[config.mk]
export PLATFORM = sky130hd
export DESIGN_NAME = mct_top
export DESIGN_NICKNAME = d
export VERILOG_FILES = /design/src/rtl/mct_pkg.sv /design/src/rtl/mct_phase.sv /design/src/rtl/mct_edge.sv /design/src/rtl/mct_count.sv /design/src/rtl/mct_top.sv
export SDC_FILE = /design/constraint.sdc
export NUM_CORES = 1
export LEC_CHECK = 0
export BUFFER_PORTS_ARGS = -buffer_cell sky130_fd_sc_hd__buf_4
export CORE_MARGIN = 1
export CORE_UTILIZATION = 40
export CTS_BUF_LIST = sky130_fd_sc_hd__clkbuf_4
export DETAILED_ROUTE_END_ITERATION = 8
export PLACE_DENSITY = 0.69
export RECOVER_POWER = 25
export SLEW_MARGIN = 20
export SYNTH_ARGS = -nofsm -noshare
export SYNTH_HDL_FRONTEND = slang
export SYNTH_SLANG_ARGS = --single-unit
[constraint.sdc]
create_clock -name clk -period 4.2 [get_ports clk]
set_clock_uncertainty 0.1 [all_clocks]
set_input_delay 0.84 -clock clk [delete_from_list [all_inputs] [get_ports clk]]
set_output_delay 0.84 -clock clk [all_outputs]
set_load 0.01 [all_outputs]
[src/rtl/mct_pkg.sv]
package mct_pkg;
  // Timing of the machine cycle
  localparam int unsigned CYC_LEN   = 12;
  localparam int unsigned SMP_PHASE = 9;  // clock of the cycle at which the pin is sampled
  localparam int unsigned UPD_PHASE = 4;  // clock of the cycle at which a pending step is applied

  typedef enum logic {
    SRC_CYCLE = 1'b0,
    SRC_PIN   = 1'b1
  } src_e;
endpackage

[src/rtl/mct_phase.sv]
module mct_phase #(
  parameter int unsigned CYC_LEN   = 12,
  parameter int unsigned SMP_PHASE = 9,
  parameter int unsigned UPD_PHASE = 4
) (
  input  logic clk,
  input  logic rst_n,
  output logic smp_stb,
  output logic upd_stb
);
  localparam int unsigned PW = (CYC_LEN > 1) ? $clog2(CYC_LEN) : 1;
  localparam logic [PW-1:0] LAST = PW'(CYC_LEN - 1);
  localparam logic [PW-1:0] SPH  = PW'(SMP_PHASE);
  localparam logic [PW-1:0] UPH  = PW'(UPD_PHASE);

  logic [PW-1:0] phase_q;

  always_ff @(posedge clk or negedge rst_n) begin
    if (!rst_n)               phase_q <= '0;
    else if (phase_q == LAST) phase_q <= '0;
    else                      phase_q <= phase_q + 1'b1;
  end

  assign smp_stb = (phase_q == SPH);
  assign upd_stb = (phase_q == UPH);

  // The sample and update strobes are never high in the same clock.
  p_strobe_split_r4: assert property (@(posedge clk) disable iff (!rst_n)
    !(smp_stb && upd_stb));
endmodule

[src/rtl/mct_edge.sv]
module mct_edge (
  input  logic clk,
  input  logic rst_n,
  input  logic smp_stb,
  input  logic upd_stb,
  input  logic pin,
  input  logic run_en,
  output logic edge_due
);
  logic smp_q;   // most recent sample of the pin
  logic pend_q;  // a fall has been seen and waits for the next update point

  always_ff @(posedge clk or negedge rst_n) begin
    if (!rst_n) begin
      smp_q  <= 1'b0;
      pend_q <= 1'b0;
    end else begin
      if (smp_stb) begin
        smp_q <= pin;  // the sample history updates even while the block is disabled
        if (run_en && smp_q && !pin) pend_q <= 1'b1;
      end else if (upd_stb) begin
        pend_q <= 1'b0;
      end
    end
  end

  assign edge_due = pend_q && upd_stb;

  // A pending step appears only after a high sample followed by a low sample.
  p_fall_only_r3: assert property (@(posedge clk) disable iff (!rst_n)
    $rose(pend_q) |-> (!smp_q && $past(smp_q)));
  // No pending step is raised while the block is disabled.
  p_no_arm_off_r6: assert property (@(posedge clk) disable iff (!rst_n)
    $rose(pend_q) |-> $past(run_en));
endmodule

[src/rtl/mct_count.sv]
module mct_count #(
  parameter int unsigned WIDTH = 16
) (
  input  logic                        clk,
  input  logic                        rst_n,
  input  logic                        step,
  input  logic [1:0]                  ld,
  input  logic [1:0][WIDTH/2-1:0]     ld_data,
  input  logic                        ovf_clr,
  output logic [WIDTH-1:0]            count,
  output logic                        ovf
);
  localparam int unsigned BW = WIDTH / 2;

  logic              ld_any;
  logic [WIDTH-1:0]  next_val;
  logic              wrap;

  assign ld_any   = |ld;
  assign next_val = count + WIDTH'(1);
  assign wrap     = step && !ld_any && (count == {WIDTH{1'b1}});

  for (genvar g = 0; g < 2; g++) begin : g_lane
    always_ff @(posedge clk or negedge rst_n) begin
      if (!rst_n)        count[g*BW +: BW] <= '0;
      else if (ld[g])    count[g*BW +: BW] <= ld_data[g];
      else if (ld_any)   count[g*BW +: BW] <= count[g*BW +: BW];
      else if (step)     count[g*BW +: BW] <= next_val[g*BW +: BW];
    end
  end

  always_ff @(posedge clk or negedge rst_n) begin
    if (!rst_n)       ovf <= 1'b0;
    else if (wrap)    ovf <= 1'b1;
    else if (ovf_clr) ovf <= 1'b0;
  end

  // Without a load, the count either holds or rises by exactly one.
  p_unit_step_r2: assert property (@(posedge clk) disable iff (!rst_n)
    (!$past(ld_any) && (count != $past(count))) |-> (count == $past(count) + WIDTH'(1)));
  // A low-byte load takes effect in the next clock.
  p_load_lo_r7: assert property (@(posedge clk) disable iff (!rst_n)
    $past(ld[0]) |-> (count[BW-1:0] == $past(ld_data[0])));
  // The flag rises only together with a wrap to zero.
  p_wrap_zero_r8: assert property (@(posedge clk) disable iff (!rst_n)
    $rose(ovf) |-> (count == '0));
  // The flag stays set until it is cleared.
  p_sticky_r8: assert property (@(posedge clk) disable iff (!rst_n)
    ($past(ovf) && !$past(ovf_clr)) |-> ovf);
endmodule

[src/rtl/mct_top.sv]
module mct_top #(
  parameter int unsigned WIDTH = 16
) (
  input  logic               clk,
  input  logic               rst_n,
  input  logic               cnt_pin,
  input  logic               run_en,
  input  logic               src_pin,
  input  logic               ld_hi,
  input  logic [WIDTH/2-1:0] hi_data,
  input  logic               ld_lo,
  input  logic [WIDTH/2-1:0] lo_data,
  input  logic               ovf_clr,
  output logic [WIDTH-1:0]   count,
  output logic               ovf
);
  import mct_pkg::*;

  logic smp_stb, upd_stb, edge_due, step;
  src_e src;

  assign src = src_e'(src_pin);

  mct_phase #(
    .CYC_LEN(CYC_LEN), .SMP_PHASE(SMP_PHASE), .UPD_PHASE(UPD_PHASE)
  ) u_phase (
    .clk(clk), .rst_n(rst_n), .smp_stb(smp_stb), .upd_stb(upd_stb)
  );

  mct_edge u_edge (
    .clk(clk), .rst_n(rst_n), .smp_stb(smp_stb), .upd_stb(upd_stb),
    .pin(cnt_pin), .run_en(run_en), .edge_due(edge_due)
  );

  always_comb begin
    step = 1'b0;
    if (run_en) begin
      case (src)
        SRC_CYCLE: step = upd_stb;
        SRC_PIN:   step = edge_due;
        default:   step = 1'b0;
      endcase
    end
  end

  mct_count #(.WIDTH(WIDTH)) u_count (
    .clk(clk), .rst_n(rst_n), .step(step),
    .ld({ld_hi, ld_lo}), .ld_data({hi_data, lo_data}),
    .ovf_clr(ovf_clr), .count(count), .ovf(ovf)
  );

  // With the block disabled and no load, the count holds.
  p_hold_off_r6: assert property (@(posedge clk) disable iff (!rst_n)
    (!$past(run_en) && !$past(ld_hi) && !$past(ld_lo)) |-> $stable(count));
endmodule

# [Word level (Yosys, flattened, before mapping)]
# Cells that the tools add are included.
[totals] elab_cells=45 ff_bits=23 out_inout_bits=17
[classes] n_reduce_logical=15 bitwise_logic=1 eq_ne=7 n_mux=14 n_addsub=2
[op_table] op="8-bit 2-to-1 mux" n=6
[op_table] op="16-bit by 1-bit adder with 16-bit output (second input constant)" n=1
[op_table] op="16-bit == test (second input constant)" n=1
[op_table] op="4-bit == test (second input constant)" n=2
[op_table] op="2-bit nonzero test" n=4
[op_table] op="1-bit 2-to-1 mux" n=6
[op_table] op="2-bit AND reduction" n=3
[op_table] op="1-bit logical AND" n=5
[op_table] op="4-bit by 1-bit adder with 4-bit output (second input constant)" n=1
[op_table] op="4-bit by 3-bit == test with 1-bit output (second input constant)" n=1
[op_table] op="4-bit 2-to-1 mux" n=1
[op_table] op="2-bit inequality test (second input constant)" n=2
[op_table] op="1-bit zero test" n=2
[op_table] op="2-bit by 1-bit inequality test with 1-bit output (second input constant)" n=1
[op_table] op="1-bit case mux with 2 select lines" n=1
[op_table] op="2-bit OR reduction" n=1
[op_table] op="1-bit NOT" n=1

# [Logic depth before layout (Yosys ltp)]
[depth] depth_word=7 ltp_mapped=7

# [Cells and area by module]
# From an unflattened synthesis, not the netlist that was laid out.
[hier_totals] hier_cells=138 hier_area_um2=1287.5
[modules_own_cells] module="mct_count" cells_per_inst=109 instances=1 area_per_inst_um2=977.2 seq_area_each_um2=425.4
[modules_own_cells] module="mct_phase" cells_per_inst=20 instances=1 area_per_inst_um2=201.4 seq_area_each_um2=100.1
[modules_own_cells] module="mct_edge" cells_per_inst=7 instances=1 area_per_inst_um2=92.6 seq_area_each_um2=50.0
[modules_own_cells] module="mct_top" cells_per_inst=2 instances=1 area_per_inst_um2=16.3 seq_area_each_um2=0.0

# [Worst setup path after synthesis]
# OpenSTA, ideal clock, no wires.
[synth_path] path_type="in2reg" from="input run_en" to="register u_count.count[5]" setup_slack_ns=1.920 setup_time_ns=0.082 arrival_time_ns=2.098 n_path_buf=1 t_required_ns=4.018 path_stages=5 cell_sequence="nand4b_4 -> or3_1 -> buf_6 -> or4_1 -> a31oi_1"
[synth_via] elab_chain_cells=3
[synth_lines] element="start, declared" line_no="mct_top.sv:7" rtl="input logic run_en,"
[synth_lines] element="1-bit 2-to-1 mux" line_no="mct_top.sv:37" rtl="if (run_en) begin"
[synth_lines] element="2-bit nonzero test (no line)"
[synth_lines] element="2-bit AND reduction (no line)"
[synth_lines] element="end signal, assigned by index" line_no="mct_count.sv:26" rtl="else if (ld[g]) count[g*BW +: BW] <= ld_data[g];"
[synth_lines] element="end signal, assigned by index" line_no="mct_count.sv:27" rtl="else if (ld_any) count[g*BW +: BW] <= count[g*BW +: BW];"
[synth_lines] element="end signal, assigned by index" line_no="mct_count.sv:28" rtl="else if (step) count[g*BW +: BW] <= next_val[g*BW +: BW];"
[synth_lines] element="end, declared" line_no="mct_count.sv:10" rtl="output logic [WIDTH-1:0] count,"
# No other way between the ends.
# A chain may end at the register's enable or synchronous reset.

# [Final worst setup path]
[layout_path] from="register u_phase.phase_q[0]" to="register u_count.count[6]"
[layout_via] elab_chain_cells=6
[layout_lines] element="start, declared" line_no="mct_phase.sv:16" rtl="logic [PW-1:0] phase_q;"
[layout_lines] element="start signal, assigned" line_no="mct_phase.sv:21" rtl="else phase_q <= phase_q + 1'b1;"
[layout_lines] element="4-bit by 3-bit == test with 1-bit output *" line_no="mct_phase.sv:25" rtl="assign upd_stb = (phase_q == UPH);"
[layout_lines] element="1-bit logical AND" line_no="mct_edge.sv:27" rtl="assign edge_due = pend_q && upd_stb;"
[layout_lines] element="1-bit case mux with 2 select lines *" line_no="mct_top.sv:38" rtl="case (src)"
[layout_lines] element="1-bit 2-to-1 mux *" line_no="mct_top.sv:37"
[layout_lines] element="2-bit nonzero test (no line) *"
[layout_lines] element="2-bit AND reduction (no line) *"
# Mark *: on every way between the ends. The rest lies on a longest branch, timed or not.

==> metrics.cfg <==
[clock_network]
cts_sinks = 23
root_buffer = clkbuf_4
cts_resized = 0
worstSkewPairLatency_ns = 0.31
cts_tree = done
cts_max_level = 1
path_clk_slew_ns = 0.13
cts_buffer_depth = 2
post_cts.repair.setup_buffers = 0
cts_made_buffers = 3
cts_hold_buf = 0

[worst_setup_path]
crit_cells = 6
r2r-end = u_count.count[6]
rrSetupSlack_ns = 1.92
worstSetupEndpointType = register
reg2regPathDepth = 6
cp.arrival_ns = 2.42
crit_type = register to register
worst-path-max-fanout = 9
r2r-start = u_phase.phase_q[0]
critical-path-max-stage-delay_ns = 0.54
crit_buf_inv = 1
cp_slowest_cell = or4_1
cp_top_family = simple AND/OR/NAND/NOR gates
required_ns = 4.34
cp_cell_sequence = inv_1 -> ha_1 -> nand4b_4 -> or3_1 -> or4_1 -> a31oi_1
critPathLaunchType = register

[synthesis]
syn_nets = 168
synthFlopType = dfrtp_1
syn_area_um2 = 1330
synth_area_per_cell_um2 = 9.50
ys_types = 36
synth_warnings = 0
async_flop_share = 1.00
synth_edf_count = 0
synthesis.instances = 140
synth_seq_cells = 23
yosysSeqAreaShare = 0.433

[drt]
route.detailed.drc = 0
via_count = 1218
avgViaCountPerCell = 5.49
first_pass_iters = 4
ant_nets = 0
detail_route.iter0.violations = 54
wirelength_mm = 2.91
wire_per_inst_um = 13.1

[power_and_ir_drop]
total_power_mw = 0.452
power_density_nw_per_um2 = 270
cellLeakagePower_nw = 0.721
vdd_drop_max_mv = 0.161

[floorplanning]
die_area_um2 = 3560
start_util = 0.429
core_um2 = 3100
boundaryPins = 41
num_rows = 20
fp.dieH_um = 59.7
die-width_um = 59.7

[job]
maxCapViolCount = 0

[placement]
dp_hpwl_mm = 2.17
io_buffers = 40
place_congestion = 0.775
pre_cts_slack_ns = 1.71

[global_routing]
antenna_found_initial = 0
grt_usage = 0.186
grt_start_max_net_pins = 24
grt_pass1_wl_mm = 5.02
grt_pass1_vias = 1134
grt_overflow = 0

[final_layout]
diodes = 0
final_cell_mix = 39 x buf_4, 23 x dfrtp_1, 12 x nand2_1
fill_cells = 317
drive_above_1_share = 0.287
final_nets = 207
final_common_cell = buf_4
area_growth_pct = 25.9

[sta]
fmax_mhz = 438
finalSetupViolCount = 0
timing.slew.headroom = 0.148
slew_violations = 0
rsz0062_at_grt = false
tightest_slew_ns = 1.28
setup_ws_ns = 1.92
min_period_over_period = 0.543
hold_viol = 0
finalSetupTns_ns = 0
layout_min_cycle_time_ns = 2.28

[min_path]
min_path_type = register to register
whs_endpoint = u_phase.phase_q[0]
min_from = u_phase.phase_q[0]
holdPathStages = 1

[status]
status = completed

layer usage:
metal / vias up / GRT usage / routed length [µm]
li1: 599 / - / -
met1: 585 / 0.246 / 1340
met2: 32 / 0.316 / 1410
met3: 2 / 0.0325 / 155
met4: 0 / 0.0465 / 10
met5: - / 0 / 0
worst max-delay path by stage:
stage	startpoint	to	slack, ns
finish	u_phase.phase_q[0]	u_count.count[6]	1.92
CTS	u_phase.phase_q[0]	u_count.count[6]	1.93
global route	u_phase.phase_q[0]	u_count.count[6]	1.82
detailed placement	run_en	u_count.count[6]	1.71
floorplan	run_en	u_count.count[5]	1.92
global placement	src_pin	u_count.count[6]	1.76
registers in the layout (all words and copies together), names as in the netlist:
signal / count
u_edge.smp_q: 1
u_phase.phase_q: 4
u_edge.pend_q: 1
u_count.count: 16
u_count.ovf: 1
synth_stat cells (all sizes together) (2+ instances only):
master	instances	area, µm²
or3	2	17.5
o21ai	6	30.0
a21oi	3	15.0
or2	2	12.5
ha	4	50.1
nand3	7	35.0
nand2	12	45.0
xnor2	4	35.0
nand4	2	12.5
nor2	11	41.3
buf	3	26.3
o31ai	9	67.6
clkbuf	3	11.3
inv	8	30.0
a31oi	10	62.6
nor2b	2	12.5
dfrtp	23	576
mux2	2	22.5
nor4	3	18.8
or4	10	75.1
final cells by class:
cell class,instances,area [µm²],share of cell area
well taps,44,55.1,0.0329
inverters,8,30.0,0.0179
repair buffers,40,297,0.177
flip-flops and latches,23,576,0.344
multi-input cells,103,687,0.410
clock buffers,4,30.0,0.0179
worst register-to-register path, delay by kind of cell, from the launching register on:
family | cells | cell delay [ns]
AO/OA/AOI/OAI | 1 | 0.17
adder cells (fa/ha/maj) | 1 | 0.22
buffers and inverters | 1 | 0.07
flip-flops | 1 | 0.44
AND/OR/NAND/NOR | 3 | 1.22
power breakdown:
group | switching [mW] | internal [mW]
sequential | 0.0195 | 0.236
combinational | 0.0409 | 0.0456
clock | 0.0665 | 0.0435
kinds of logic after synthesis:
kind of cell / share of synthesized area
compound gates: 0.157
xor+xnor: 0.0329
fa+ha+maj: 0.0376
buf+inv: 0.0508
flops: 0.433
mux: 0.0245
simple gates: 0.264
per-stage QoR:
step	cell area (µm²)	instances	hold slack, ns	utilization
floorplan	1330	140	0.370	-
global placement	1650	218	0.381	0.531
detailed placement	1650	218	0.400	0.531
CTS	1680	222	0.310	0.541
global route	1670	222	0.437	0.540
finish	1670	222	0.417	0.540
Note: power is estimated with default switching activity, not from simulation.
